$ cat src/rtl/pwm_ovr_pkg.sv
package pwm_ovr_pkg;
  localparam int ADDR_CTRL = 0;
  localparam int ADDR_OVR  = 1;
  localparam int CTRL_BITS = 3;

  typedef struct packed {
    logic lo_off;
    logic hi_off;
    logic en;
  } ctrl_t;
endpackage

$ cat src/rtl/pwm_ovr_regs.sv
module pwm_ovr_regs
  import pwm_ovr_pkg::*;
#(
  parameter int   DATA_W     = 8,
  parameter int   ADDR_W     = 2,
  parameter int   PINS       = 6,
  parameter logic HI_OFF_RST = 1'b0,
  parameter logic LO_OFF_RST = 1'b0
) (
  input  logic              clk,
  input  logic              rst_n,
  input  logic              wr,
  input  logic [ADDR_W-1:0] addr,
  input  logic [DATA_W-1:0] wdata,
  output logic [DATA_W-1:0] rdata,
  output ctrl_t             ctrl,
  output logic [PINS-1:0]   ovr
);
  localparam logic [DATA_W-1:0] OVR_MASK  = DATA_W'((1 << PINS) - 1);
  localparam logic [DATA_W-1:0] CTRL_MASK = DATA_W'((1 << CTRL_BITS) - 1);
  localparam logic [DATA_W-1:0] CTRL_RST  =
    DATA_W'({LO_OFF_RST, HI_OFF_RST, 1'b0});

  logic [DATA_W-1:0] ctrl_q;
  logic [DATA_W-1:0] ovr_q;
  logic              sel_ctrl, sel_ovr;

  assign sel_ctrl = (addr == ADDR_W'(ADDR_CTRL));
  assign sel_ovr  = (addr == ADDR_W'(ADDR_OVR));

  always_ff @(posedge clk or negedge rst_n) begin
    if (!rst_n) begin
      ctrl_q <= CTRL_RST;
      ovr_q  <= '0;
    end else if (wr) begin
      if (sel_ctrl) ctrl_q <= wdata & CTRL_MASK;
      if (sel_ovr)  ovr_q  <= wdata & OVR_MASK;
    end
  end

  always_comb begin
    rdata = '0;
    if (sel_ctrl)     rdata = ctrl_q;
    else if (sel_ovr) rdata = ovr_q;
  end

  assign ctrl = ctrl_t'(ctrl_q[CTRL_BITS-1:0]);
  assign ovr  = ovr_q[PINS-1:0];

  // an override write lands on the next edge
  a_r2_ovr_write: assert property (@(posedge clk) disable iff (!rst_n)
    (wr && sel_ovr) |=> (ovr == $past(wdata[PINS-1:0])));

  // reserved bits never read back as 1
  a_r8_reserved_zero: assert property (@(posedge clk) disable iff (!rst_n)
    (sel_ovr && ((rdata & ~OVR_MASK) == '0)) ||
    (sel_ctrl && ((rdata & ~CTRL_MASK) == '0)) || (!sel_ovr && !sel_ctrl));

  // unmapped writes leave both registers alone
  a_r9_unmapped_hold: assert property (@(posedge clk) disable iff (!rst_n)
    (wr && !sel_ctrl && !sel_ovr) |=> ($stable(ovr) && $stable(ctrl)));
endmodule

$ cat src/rtl/pwm_ovr_pin.sv
module pwm_ovr_pin (
  input  logic clk,
  input  logic rst_n,
  input  logic pwm,
  input  logic ovr_bit,
  input  logic en,
  input  logic fault,
  input  logic off_lvl,
  output logic out
);
  logic force_off;

  assign force_off = fault | (en & ovr_bit);
  assign out       = force_off ? off_lvl : pwm;

  // an enabled override holds the pin at its off level
  a_r4_forced_off: assert property (@(posedge clk) disable iff (!rst_n)
    (en && ovr_bit) |-> (out == off_lvl));
endmodule

$ cat src/rtl/pwm_ovr_unit.sv
module pwm_ovr_unit
  import pwm_ovr_pkg::*;
#(
  parameter int   DATA_W     = 8,
  parameter int   ADDR_W     = 2,
  parameter int   PHASES     = 3,
  parameter logic HI_OFF_RST = 1'b0,
  parameter logic LO_OFF_RST = 1'b0
) (
  input  logic                clk,
  input  logic                rst_n,
  input  logic                reg_wr,
  input  logic [ADDR_W-1:0]   reg_addr,
  input  logic [DATA_W-1:0]   reg_wdata,
  output logic [DATA_W-1:0]   reg_rdata,
  input  logic                fault_in,
  input  logic [2*PHASES-1:0] pwm_in,
  output logic [2*PHASES-1:0] pwm_out
);
  localparam int PINS = 2 * PHASES;

  ctrl_t           ctrl;
  logic [PINS-1:0] ovr;
  logic [PINS-1:0] off_vec;

  pwm_ovr_regs #(
    .DATA_W(DATA_W), .ADDR_W(ADDR_W), .PINS(PINS),
    .HI_OFF_RST(HI_OFF_RST), .LO_OFF_RST(LO_OFF_RST)
  ) u_regs (
    .clk(clk), .rst_n(rst_n), .wr(reg_wr), .addr(reg_addr),
    .wdata(reg_wdata), .rdata(reg_rdata), .ctrl(ctrl), .ovr(ovr)
  );

  for (genvar i = 0; i < PINS; i++) begin : g_pin
    if ((i % 2) == 0) begin : g_hi
      assign off_vec[i] = ctrl.hi_off;
    end else begin : g_lo
      assign off_vec[i] = ctrl.lo_off;
    end
    pwm_ovr_pin u_pin (
      .clk(clk), .rst_n(rst_n), .pwm(pwm_in[i]), .ovr_bit(ovr[i]),
      .en(ctrl.en), .fault(fault_in), .off_lvl(off_vec[i]), .out(pwm_out[i])
    );
  end

  // fault drives every pin to its off level
  a_r7_fault_off: assert property (@(posedge clk) disable iff (!rst_n)
    fault_in |-> (pwm_out == off_vec));

  // with the enable clear and no fault the pins follow the modulator
  a_r5_disabled_pass: assert property (@(posedge clk) disable iff (!rst_n)
    (!fault_in && !ctrl.en) |-> (pwm_out == pwm_in));

  // pins without an override follow the modulator
  a_r3_pass: assert property (@(posedge clk) disable iff (!rst_n)
    (!fault_in && ovr == '0) |-> (pwm_out == pwm_in));
endmodule

$ cat config.mk
export PLATFORM = sky130hd
export DESIGN_NAME = pwm_ovr_unit
export DESIGN_NICKNAME = d
export VERILOG_FILES = /design/src/rtl/pwm_ovr_pkg.sv /design/src/rtl/pwm_ovr_regs.sv /design/src/rtl/pwm_ovr_pin.sv /design/src/rtl/pwm_ovr_unit.sv
export SDC_FILE = /design/constraint.sdc
export NUM_CORES = 1
export LEC_CHECK = 0
export BUFFER_PORTS_ARGS = -buffer_cell sky130_fd_sc_hd__buf_4
export CAP_MARGIN = 25
export CORE_MARGIN = 10
export CORE_UTILIZATION = 35
export DETAILED_ROUTE_END_ITERATION = 8
export MAX_ROUTING_LAYER = met4
export PLACE_DENSITY = 0.74
export SLEW_MARGIN = 0
export SYNTH_ARGS = -nofsm -noshare
export SYNTH_HDL_FRONTEND = slang
export SYNTH_SLANG_ARGS = --single-unit
$ cat constraint.sdc
create_clock -name clk -period 1.36 [get_ports clk]
set_clock_uncertainty 0.2 [all_clocks]
set_input_delay 0.068 -clock clk [delete_from_list [all_inputs] [get_ports clk]]
set_output_delay 0.068 -clock clk [all_outputs]
set_load 0.05 [all_outputs]
# Yosys cells after proc, flatten, opt, wreduce, memory -nomap -nowiden
# Index checks and enable logic that the tools add are counted.
[op_classes]
eq_ne = 1
mux = 8
bitwise_logic = 12
reduce_logical = 3
[op_table]
columns = ["cell", "count"]
rows = [
  ["$mux 8", 1],
  ["$and 1x1->1", 6],
  ["$mux 1", 6],
  ["$mux 6", 1],
  ["$or 1x1->1", 6],
  ["$reduce_and 2->1", 2],
  ["$eq 2x1->1 const B", 1],
  ["$logic_not 2->1", 1],
]
[totals]
ff_bits = 9
inputBits = 20

# Longest topological paths before layout
# Gate-level depths: netlist (run 1).
[depth]
depth_word = 3
ltp_mapped = 4
ltp_nobuf = 2

# Modules after synthesis
# From an unflattened synthesis (run 1), not the netlist that was laid out.
[unflattened]
hier_cells = 46
hier_area_um2 = 561.8
[modules_own_cells]
columns = ["module", "n_inst", "cells_per_inst", "area_each_um2", "seq_area_each_um2"]
rows = [
  ["pwm_ovr_regs", 1, 34, 464.2, 225.2],
  ["pwm_ovr_pin", 6, 2, 16.3, 0.0],
]

# Worst setup path after synthesis (run 1)
# Ideal clock, no wire load.
[synth_timing]
kind = "reg-to-output"
start = "register u_regs.ctrl_q[0]"
end = "output reg_rdata[0]"
t_arrival_ns = 1.178
t_required_ns = 1.092
setup_slack_ns = -0.086
path_stages_with_launch = 4
n_path_buf = 1
path_cell_list = "dfrtp_1 -> clkbuf_2 -> mux2i_1 -> nor2_1"
[synth_between]
elab_chain_len = 1
[synth_rtl]
columns = ["element", "line", "rtl"]
rows = [
  ["start, declared", "pwm_ovr_regs.sv:24", "logic [DATA_W-1:0] ctrl_q;"],
  ["start signal, assigned", "pwm_ovr_regs.sv:36", "if (sel_ctrl) ctrl_q <= wdata & CTRL_MASK;"],
  ["$mux 8", "pwm_ovr_regs.sv:43", "if (sel_ctrl) rdata = ctrl_q;"],
  ["end, declared", "pwm_ovr_unit.sv:15", "output logic [DATA_W-1:0] reg_rdata,"],
]
# No other way between the ends.

# Final worst setup path (run 1)
[layout_timing]
start = "register u_regs.ctrl_q[0]"
end = "output pwm_out[4]"
[layout_between]
elab_chain_len = 3
[layout_rtl]
columns = ["element", "line", "rtl"]
rows = [
  ["$and 1x1->1", "pwm_ovr_pin.sv:13", "assign force_off = fault | (en & ovr_bit);"],
  ["$or 1x1->1", "pwm_ovr_pin.sv:13", ""],
  ["$mux 1", "pwm_ovr_pin.sv:14", "assign out = force_off ? off_lvl : pwm;"],
  ["end, declared", "pwm_ovr_unit.sv:18", "output logic [2*PHASES-1:0] pwm_out"],
]
# No other way between the ends.

==> results of run 1 <==
-- logic make-up (layout without fill, tap and decap cells) --
logic type | after synthesis | in the layout | share of synthesized area
AOI/OAI and AO/OA | 6 | 6 | 0.0493
and+or+nand+nor | 9 | 9 | 0.123
muxes | 18 | 18 | 0.326
DFF | 9 | 9 | 0.370
buffers and inverters | 10 | 46 | 0.125
other | 1 | 2 | 0.00615
-- sequential cells by signal, summed over array words and instances (netlist names) --
register / cells
u_regs.ctrl_q: 3
u_regs.ovr_q: 6
-- cell type report --
cell class | count | area (µm²)
Tap cell | 17 | 21.3
Timing Repair Buffer | 42 | 395
Multi-Input combinational cell | 35 | 372
Sequential cell | 9 | 226
Fill cell | 153 | 648
Clock buffer | 4 | 26.3
-- worst max-delay path: cells and delay by family (launching register included) --
family | cells | cell delay, ps
AOI/OAI and AO/OA | 1 | 170
muxes | 1 | 330
buffers and inverters | 1 | 150
DFF | 1 | 480
-- repair_timing --
action                                  CTS  global route
pin swaps                                 3             2
endpoints found under the setup margin    9            14
hold buffers                              8             1
buffers inserted                          0             1
endpoints found under the hold margin    18             9
gates resized for setup                  25             6
-- stage by stage --
stage                util  hold WS, ps  worst slack, ps  instance area [µm²]
global placement    0.479         -306            -43.6                  808
global route        0.616         30.5             -348                 1040
finish              0.616         34.4             -298                 1040
floorplan               -         -428            -34.8                  638
CTS                 0.596         35.3             -320                 1010
detailed placement  0.479         -303            -76.3                  808
-- cells in the final DEF, fill, tap and decap left out --
master,instances
clkbuf_4,3
mux2i_1,2
nor2b_1,1
nand3b_4,1
a21oi_2,6
clkbuf_1,1
conb_1,2
dfrtp_2,1
nor3b_4,1
mux2_4,6
nor2_2,1
buf_4,22
buf_6,8
dlygate4sd3_1,8
dfrtp_1,8
and2_1,3
mux2_2,9
buf_8,4
mux2i_4,1
nor2_1,2
-- report_power, final --
part	switching, W	internal, W	total [W]
logic	0.000349	0.000339	0.000688
clock network	0.0000843	0.000112	0.000197
registers	0.0000643	0.000320	0.000385
-- final timing paths --
path	slack (ps)	cells after the start	endpoint
worst max-delay path	-300	3	pwm_out[4]
worst min-delay path	30	3	u_regs.ovr_q[1]
worst max register to register	140	2	u_regs.ctrl_q[0]
worst min register to register	370	1	u_regs.ovr_q[3]
max in group asynchronous	260	3	u_regs.ctrl_q[0]
min in group asynchronous	550	3	u_regs.ctrl_q[2]
-- routing by layer --
layer | GRT usage | share of wire | vias up
met3 | 0.0427 | 0.084 | 0
met2 | 0.168 | 0.55 | 17
met5 | - | 0 | -
met4 | 0.0287 | 0 | 0
met1 | 0.103 | 0.36 | 251
li1 | - | - | 248
==> summary.md, run 1 <==
| Metric | Value |
|---|---|
| Status | `finished with violations` |
| Violated checks | `negative setup slack` |
| Count of pins on the block boundary | `34` |
| Setup Total Neg Slack | `-1970 ps` |
| GPL Wtd Cong | `between 0.7 and 0.8` |
| Antenna Nets Post-Route | `0` |
| Largest net degree at the start of global routing | `10` |
| Initial antenna violation count | `0` |
| Number of instances in the synthesized netlist | `between 50 and 60` |
| Die boundary width | `roughly 60 µm` |
| Maximum clock rate | `0.603 GHz` |
| Ys flop type | `dfrtp_1` |
| Hold Startpoint | `reg_wr` |
| IO Port Bufs | `29` |
| Unrepaired setup endpoints after global routing | `true` |
| Synth-to-layout area growth | `70.8%` |
| DIE AREA | `~3800 µm²` |
| Synthesized area per cell | `between 10 and 15 µm²` |
| Start point of the critical path | `u_regs.ctrl_q[0]` |
| Synth warnings | `0` |
| Cell Pwr Density | `1220 nW/µm²` |
| Root buffer selected by CTS | `clkbuf_4` |
| Total Nets Final | `about 110` |
| Vias after detailed routing | `just over 500` |
| Number of pins with negative max-slew slack in the final report | `0` |
| Total of flip-flops plus latches after synthesis | `9` |
| Total clock buffers created by CTS | `3` |
| DRC | `0` |
| R2r startpoint | `u_regs.ctrl_q[0]` |
| Area share of the largest cell type after synthesis | `0.370` |
| Number of setup violations in the final report | `9` |
| Biggest area contributors in the synthesized netlist | `dfrtp_1 37%, mux2_2 28%, buf_4 9.9%` |
| Static leakage | `0.496 nW` |
| Layout cell share with drive strength beyond 1 | `0.700` |
| Largest fanout of any net on the critical path | `7` |
| Clk sinks | `9` |
| Row count | `15` |
| Tcrit/Tclk final | `1.22` |
| Standard cell core area | `approximately 1700 µm²` |
| Worst Setup End Kind | `output port` |
| Maximum root-to-sink buffer count | `2` |
| Worst-skew pair later-pin latency | `roughly 250 ps` |
| Final worst slack | `-298 ps` |
| Part of the Yosys area used for sequential elements | `0.370` |
| Hold Violations, Final | `0` |
| Worst path slowest cell | `dfrtp_2` |
| Overall global routing resource usage | `0.0993` |
| Kind of critical path | `reg2out` |
| CP required | `roughly 1100 ps` |
| Number of synthesized flops with an enable pin | `0` |
| Total wirelength of the detailed-routed design | `between 1500 and 2000 µm` |
| Final antenna diode count | `0` |
| Number of global-route vias before repair | `between 500 and 600` |
| First-pass GRT wire length | `approximately 2700 µm` |
| Data arrival time of the critical path | `~1400 ps` |
| Crit path cell chain | `a21oi_2 > mux2_4 > buf_8` |
| Category of the worst setup path launch point | `flop` |
| Clock-pin slew of the registers on the worst-case setup and hold paths | `around 60 ps` |
| Sum of internal, switching and leakage power | `around 0.0013 W` |
| Maximum level of the CTS H-tree | `1` |
| Stage delay of the slowest cell on the critical path | `roughly 480 ps` |
| Top cells by count, synth | `15 x mux2_2, 9 x dfrtp_1, 8 x buf_4` |
| Time the worst path needs with I/O delays and setup | `about 1700 ps` |
| Min-delay worst type | `in2reg` |
| Vertical extent of the die | `around 62 µm` |
| Detailed Route Iter0 Violations | `1` |
| Number of library cell types mapped by synthesis | `13` |
| Post-synth top area cell | `dfrtp_1` |
| Number of placed cells counting well taps | `between 90 and 100` |
| Netlist area before placement | `609 µm²` |
| Peak supply drop | `0.627 mV` |
| Via density | `about 4.8` |
| Most numerous cell in the Yosys netlist | `mux2_2` |
| Reported max-cap violation count | `0` |
| Proportion of synthesized flip-flops having asynchronous set or reset | `1.00` |
| Half-perimeter wire length after detailed placement | `between 1000 and 1500 µm` |
| TritonRoute pass-1 iters | `2` |
| Wire length per cell | `around 16 µm` |
| GRT Residual Overflow | `0` |
| CTS tree | `built` |
| Number of cells in the finished layout apart from fillers | `107` |
| Initial Utilization | `0.361` |
No activity file was read; power rests on OpenSTA's default activity.
==> run 2: changes to the inputs <==
--- a/config.mk
+++ b/config.mk
@@ -9,6 +9,7 @@
 export CAP_MARGIN = 25
 export CORE_MARGIN = 10
 export CORE_UTILIZATION = 35
+export CTS_BUF_LIST = sky130_fd_sc_hd__clkbuf_8
 export DETAILED_ROUTE_END_ITERATION = 8
 export MAX_ROUTING_LAYER = met4
 export PLACE_DENSITY = 0.74
==> run 2 against run 1 <==
Against the previous run: the run still ends with negative setup slack left; clock power rose by 51%; power up 7.2%; count of clock-buffer cells in the layout down 1; worst hold slack got worse by 30 ps; register-to-register slack hardly changed; sequential share of layout area about the same.
==> summary.md, run 2 (synthesis results as in run 1) <==
| Metric | Value |
|---|---|
| Min-delay worst type | `in2async` |
| Tcrit/Tclk final | `1.20` |
| Finished Cell Area | `between 1000 and 1500 µm²` |
| Reported max-cap violation count | `0` |
| Maximum root-to-sink buffer count | `2` |
| GRT Residual Overflow | `0` |
| Start point of the critical path | `u_regs.ctrl_q[0]` |
| Antenna Nets Post-Route | `0` |
| DRC | `0` |
| Clock-pin slew of the registers on the worst-case setup and hold paths | `~50 ps` |
| Total clock buffers created by CTS | `3` |
| Total Nets Final | `between 100 and 150` |
| CP required | `roughly 1100 ps` |
| Worst Setup End Kind | `output port` |
| Post-route core utilization | `0.617` |
| Root buffer selected by CTS | `clkbuf_8` |
| Largest register FFs | `6` |
| Via density | `between 4 and 5` |
| Total wirelength of the detailed-routed design | `1750 µm` |
| Synth-to-layout area growth | `71.0%` |
| Category of the worst setup path launch point | `flop` |
| Number of setup violations in the final report | `8` |
| Largest fanout of any net on the critical path | `7` |
| Commonest cells after routing, fill and taps aside | `23 x buf_4, 9 x mux2_2, 8 x buf_6, 8 x dfrtp_1, 7 x dlygate4sd3_1` |
| Layout cell share with drive strength beyond 1 | `0.708` |
| Crit Reg-Reg Endpoint | `u_regs.ctrl_q[0]` |
| TritonRoute pass-1 iters | `3` |
| Vertical extent of the die | `61.7 µm` |
| Number of pins with negative max-slew slack in the final report | `0` |
| Setup Total Neg Slack | `-1700 ps` |
| CTS tree | `built` |
| Vias after detailed routing | `~500` |
| Detailed Route Iter0 Violations | `6` |
| Worst-skew pair later-pin latency | `230 ps` |
| IO Port Bufs | `29` |
| Largest registers | `u_regs.ovr_q x6, u_regs.ctrl_q x3` |
| Worst r2r path cells | `2` |
| Filler cell count | `~140` |
| Maximum clock rate | `0.613 GHz` |
| Time the worst path needs with I/O delays and setup | `~1600 ps` |
| Peak supply drop | `between 0.7 and 0.8 mV` |
| Status | `finished with violations` |
| Violated checks | `negative setup slack` |
| Placed cell areas | `808 µm²` |
| Worst slack, placed | `-76.3 ps` |
| Static leakage | `between 0.5 and 0.6 nW` |
| Overall global routing resource usage | `0.0985` |
| Die boundary width | `61.7 µm` |
| Number of placed cells counting well taps | `94` |
| R2r startpoint | `u_regs.ctrl_q[0]` |
| Row count | `15` |
| Largest net degree at the start of global routing | `10` |
| Final worst slack | `-270 ps` |
| First-pass GRT wire length | `~2700 µm` |
| Count of pins on the block boundary | `34` |
| Worst setup path endpoint | `pwm_out[4]` |
| Hold Violations, Final | `0` |
| GPL Wtd Cong | `roughly 0.71` |
| Standard cell core area | `about 1700 µm²` |
| Number of global-route vias before repair | `540` |
| Maximum level of the CTS H-tree | `1` |
| Register with the most flip-flops | `u_regs.ovr_q` |
| Initial antenna violation count | `0` |
| Cell Pwr Density | `around 1300 nW/µm²` |
| Clk sinks | `9` |
| Wire length per cell | `between 15 and 20 µm` |
| Unrepaired setup endpoints after global routing | `true` |
| Final antenna diode count | `0` |
| Leading cell type in the layout, fill and taps excluded | `buf_4` |
| Data arrival time of the critical path | `1360 ps` |
| Setup slack of the most critical reg-to-reg path | `140 ps` |
| Number of cells in the finished layout apart from fillers | `between 100 and 150` |
| Half-perimeter wire length after detailed placement | `roughly 1300 µm` |
| Kind of critical path | `reg2out` |
| Initial Utilization | `0.361` |
| DIE AREA | `roughly 3800 µm²` |
run 2: layer usage:
metal	GRT usage	wire [µm]	vias up	part of all wire
met2	0.167	956	17	0.55
met5	-	0	-	0
met1	0.104	645	238	0.37
li1	-	-	247	-
met3	0.0447	151	0	0.086
met4	0.0191	0	0	0
run 2: through the flow:
stage               hold WS, ps  power [W]
finish                     4.15    0.00136
global route               19.2    0.00143
CTS                        14.2    0.00132
detailed placement         -303   0.000915
global placement           -306   0.000902
floorplan                  -428   0.000800
run 2: layout make-up:
type | count | area (µm²) | share of cell area
Tap cell | 17 | 21.3 | 0.0204
Timing Repair Buffer | 41 | 378 | 0.363
Sequential cell | 9 | 226 | 0.217
Clock buffer | 3 | 41.3 | 0.0396
Clock inverter | 1 | 3.75 | 0.00360
Multi-Input combinational cell | 35 | 372 | 0.357
run 2: worst min path at each step:
stage	start	endpoint	slack, ps	cells after the start
3_5_place_dp	rst_n	u_regs.ctrl_q[2]	-300	1
5_1_grt	rst_n	u_regs.ctrl_q[2]	20	2
6_report	rst_n	u_regs.ctrl_q[2]	4	2
2_1_floorplan	rst_n	u_regs.ctrl_q[0]	-430	0
4_1_cts	rst_n	u_regs.ctrl_q[2]	10	2
3_3_place_gp	rst_n	u_regs.ctrl_q[2]	-310	1
run 2: timing repair:
| action | CTS | global route |
|---|---|---|
| endpoints found under the setup margin | 8 | 10 |
| pin swaps | 3 | 4 |
| hold endpoints to repair | 18 | 0 |
| gates resized for setup | 22 | 7 |
| hold buffers | 7 | 0 |
| setup buffers | 0 | 1 |
run 2: worst max-delay path: stages, from the launching register on:
cell and delay, ps:
dfrtp_2 480, a21oi_2 180, mux2_4 330, buf_8 150
run 2: power breakdown:
part / switching, W / internal [W] / leakage, nW / total, W
clock network: 0.000100 / 0.000196 / 0.0269 / 0.000297
registers: 0.0000660 / 0.000321 / 0.105 / 0.000387
logic: 0.000348 / 0.000329 / 0.368 / 0.000677
==> run 3: changes to the inputs <==
--- a/config.mk
+++ b/config.mk
@@ -12,7 +12,7 @@
 export CTS_BUF_LIST = sky130_fd_sc_hd__clkbuf_8
 export DETAILED_ROUTE_END_ITERATION = 8
 export MAX_ROUTING_LAYER = met4
-export PLACE_DENSITY = 0.74
+export PLACE_DENSITY = 0.65
 export SLEW_MARGIN = 0
 export SYNTH_ARGS = -nofsm -noshare
 export SYNTH_HDL_FRONTEND = slang
==> constraint.sdc (replaced) <==
create_clock -name clk -period 1.4 [get_ports clk]
set_clock_uncertainty 0.2 [all_clocks]
set_input_delay 0.07 -clock clk [delete_from_list [all_inputs] [get_ports clk]]
set_output_delay 0.07 -clock clk [all_outputs]
set_load 0.05 [all_outputs]
==> run 3 against run 2 <==
Against the previous run: wire length is 4.0% lower; count of clock-buffer cells in the layout stayed put; setup slack better by 21 ps; the flow still finishes with violations (negative setup slack); die area stayed put; clock power hardly changed; power is 7.0% lower; sequential power is 3% lower; global-route usage is 1.3 points lower; highest routed layer is now met4; cell area is 4.0% lower.
==> summary.md, run 3 (synthesis results as in run 1) <==
| Metric | Value |
|---|---|
| DIE AREA | `about 3800 µm²` |
| Maximum root-to-sink buffer count | `2` |
| First-pass GRT wire length | `about 2400 µm` |
| Time the worst path needs with I/O delays and setup | `1650 ps` |
| Total clock buffers created by CTS | `3` |
| Hold Violations, Final | `0` |
| Largest register FFs | `6` |
| Die boundary width | `a little over 60 µm` |
| Number of global-route vias before repair | `about 520` |
| Status | `finished with violations` |
| Clk sinks | `9` |
| Peak supply drop | `0.740 mV` |
| GRT Residual Overflow | `0` |
| Vertical extent of the die | `just over 60 µm` |
| Post-route core utilization | `0.593` |
| Via density | `approximately 4.8` |
| Violated checks | `negative setup slack` |
| Total wirelength of the detailed-routed design | `between 1500 and 2000 µm` |
| Vias after detailed routing | `a little under 500` |
| Worst Setup End Kind | `output port` |
| TritonRoute pass-1 iters | `4` |
| Layout cell share with drive strength beyond 1 | `0.667` |
| Worst-skew pair later-pin latency | `around 230 ps` |
| Number of pins with negative max-slew slack in the final report | `0` |
| GPL Wtd Cong | `between 0.7 and 0.8` |
| Filler cell count | `around 160` |
| Final antenna diode count | `0` |
| IO Port Bufs | `29` |
| Root buffer selected by CTS | `clkbuf_8` |
| CP required | `around 1100 ps` |
| Leading cell type in the layout, fill and taps excluded | `buf_4` |
| Half-perimeter wire length after detailed placement | `between 1000 and 1500 µm` |
| Number of setup violations in the final report | `6` |
| Buffer and inverter count on the worst path | `1` |
| Register with the most flip-flops | `u_regs.ovr_q` |
| Worst path slowest cell | `dfrtp_2` |
| Initial Utilization | `0.361` |
| Finished Cell Area | `roughly 1000 µm²` |
| Min-delay worst type | `in2reg` |
| Worst path top cell family by delay | `flip-flops` |
| Maximum level of the CTS H-tree | `1` |
| Area used by multi-input combinational logic | `about 360 µm²` |
| Largest net degree at the start of global routing | `9` |
| Initial antenna violation count | `0` |
| Detailed Route Iter0 Violations | `5` |
| Maximum clock rate | `0.606 GHz` |
| CTS tree | `built` |
| Kind of critical path | `reg2out` |
| Stage delay of the slowest cell on the critical path | `480 ps` |
| Category of the worst setup path launch point | `flop` |
| Placed cell areas | `approximately 800 µm²` |
| Crit path cell chain | `a21oi_2 > mux2_4 > buf_6` |
| Total Nets Final | `between 100 and 150` |
| Overall global routing resource usage | `0.0855` |
| Static leakage | `between 0.4 and 0.5 nW` |
| Unrepaired setup endpoints after global routing | `true` |
| Standard cell core area | `~1700 µm²` |
| Tcrit/Tclk final | `1.18` |
| Sequential cell area | `about 230 µm²` |
| Commonest cells after routing, fill and taps aside | `23 x buf_4, 10 x mux2_2, 9 x dlygate4sd3_1` |
| Worst slack, placed | `-47.4 ps` |
| Setup Total Neg Slack | `-1390 ps` |
| Synth-to-layout area growth | `64.3%` |
| DRC | `0` |
| Largest fanout of any net on the critical path | `8` |
| Clock-pin slew of the registers on the worst-case setup and hold paths | `approximately 50 ps` |
| Data arrival time of the critical path | `1380 ps` |
| Count of pins on the block boundary | `34` |
| Cell Pwr Density | `between 1000 and 1500 nW/µm²` |
| Largest registers | `u_regs.ovr_q x6, u_regs.ctrl_q x3` |
| Number of buffers added for setup after CTS | `0` |
| Antenna Nets Post-Route | `0` |
| Wire length per cell | `about 16 µm` |
| Reported max-cap violation count | `0` |
| Row count | `15` |
| Final worst slack | `-249 ps` |
## run 3: cell count changes in the layout (fill, tap and decap cells not counted)
| cell | before | now |
|---|---|---|
| buf_6 | 8 | 4 |
| dlygate4sd3_1 | 7 | 9 |
| mux2_2 | 9 | 10 |
| mux2_4 | 6 | 5 |
| mux2i_1 | 2 | 3 |
| mux2i_4 | 1 | 0 |
## run 3: worst min-delay path, delay by kind of cell
| kind | cells | cell delay, ps |
|---|---|---|
| multiplexers | 1 | 160 |
| buffers and inverters | 1 | 120 |
| AND/OR/NAND/NOR | 1 | 120 |
## run 3: final timing paths
check	start	to	slack [ps]	cells after the start
max	u_regs.ctrl_q[0]	pwm_out[3]	-250	3
min	reg_wr	u_regs.ovr_q[1]	70	3
max reg2reg	u_regs.ovr_q[4]	u_regs.ovr_q[4]	300	2
min reg2reg	u_regs.ovr_q[3]	u_regs.ovr_q[3]	350	1
max in group asynchronous	rst_n	u_regs.ctrl_q[0]	220	3
min in group asynchronous	rst_n	u_regs.ctrl_q[2]	560	3
## run 3: repair_timing
action,CTS,global route
hold endpoints to repair,18,0
endpoints found under the setup margin,6,7
pin swaps,4,4
gates cloned,0,0
hold buffers,9,0
resized for setup,19,3
## run 3: routing by layer
layer / vias to the layer above / routed length [µm] / GRT usage
met5: - / 0 / -
met4: 0 / 26 / 0.0478
met3: 2 / 150 / 0.0264
met2: 19 / 828 / 0.130
met1: 233 / 678 / 0.0978
li1: 243 / - / -
## run 3: where the power goes
| part | internal [W] | switching, W |
|---|---|---|
| logic | 0.000277 | 0.000316 |
| clock network | 0.000191 | 0.000104 |
| registers | 0.000312 | 0.0000647 |
| total | 0.000780 | 0.000485 |
## run 3: final cells by class
type                            count  share of cell area
Clock buffer                        3              0.0413
Sequential cell                     9               0.226
Multi-Input combinational cell     35               0.355
Clock inverter                      1             0.00375
Timing Repair Buffer               39               0.352
Tap cell                           17              0.0212
## run 3: metrics by stage
step | hold WS (ps) | power (W) | cells
detailed placement | -300 | 0.000860 | 91
global route | 82.3 | 0.00132 | 104
floorplan | -426 | 0.000758 | 54
global placement | -302 | 0.000852 | 91
CTS | 66.4 | 0.00126 | 104
finish | 68.3 | 0.00126 | 104
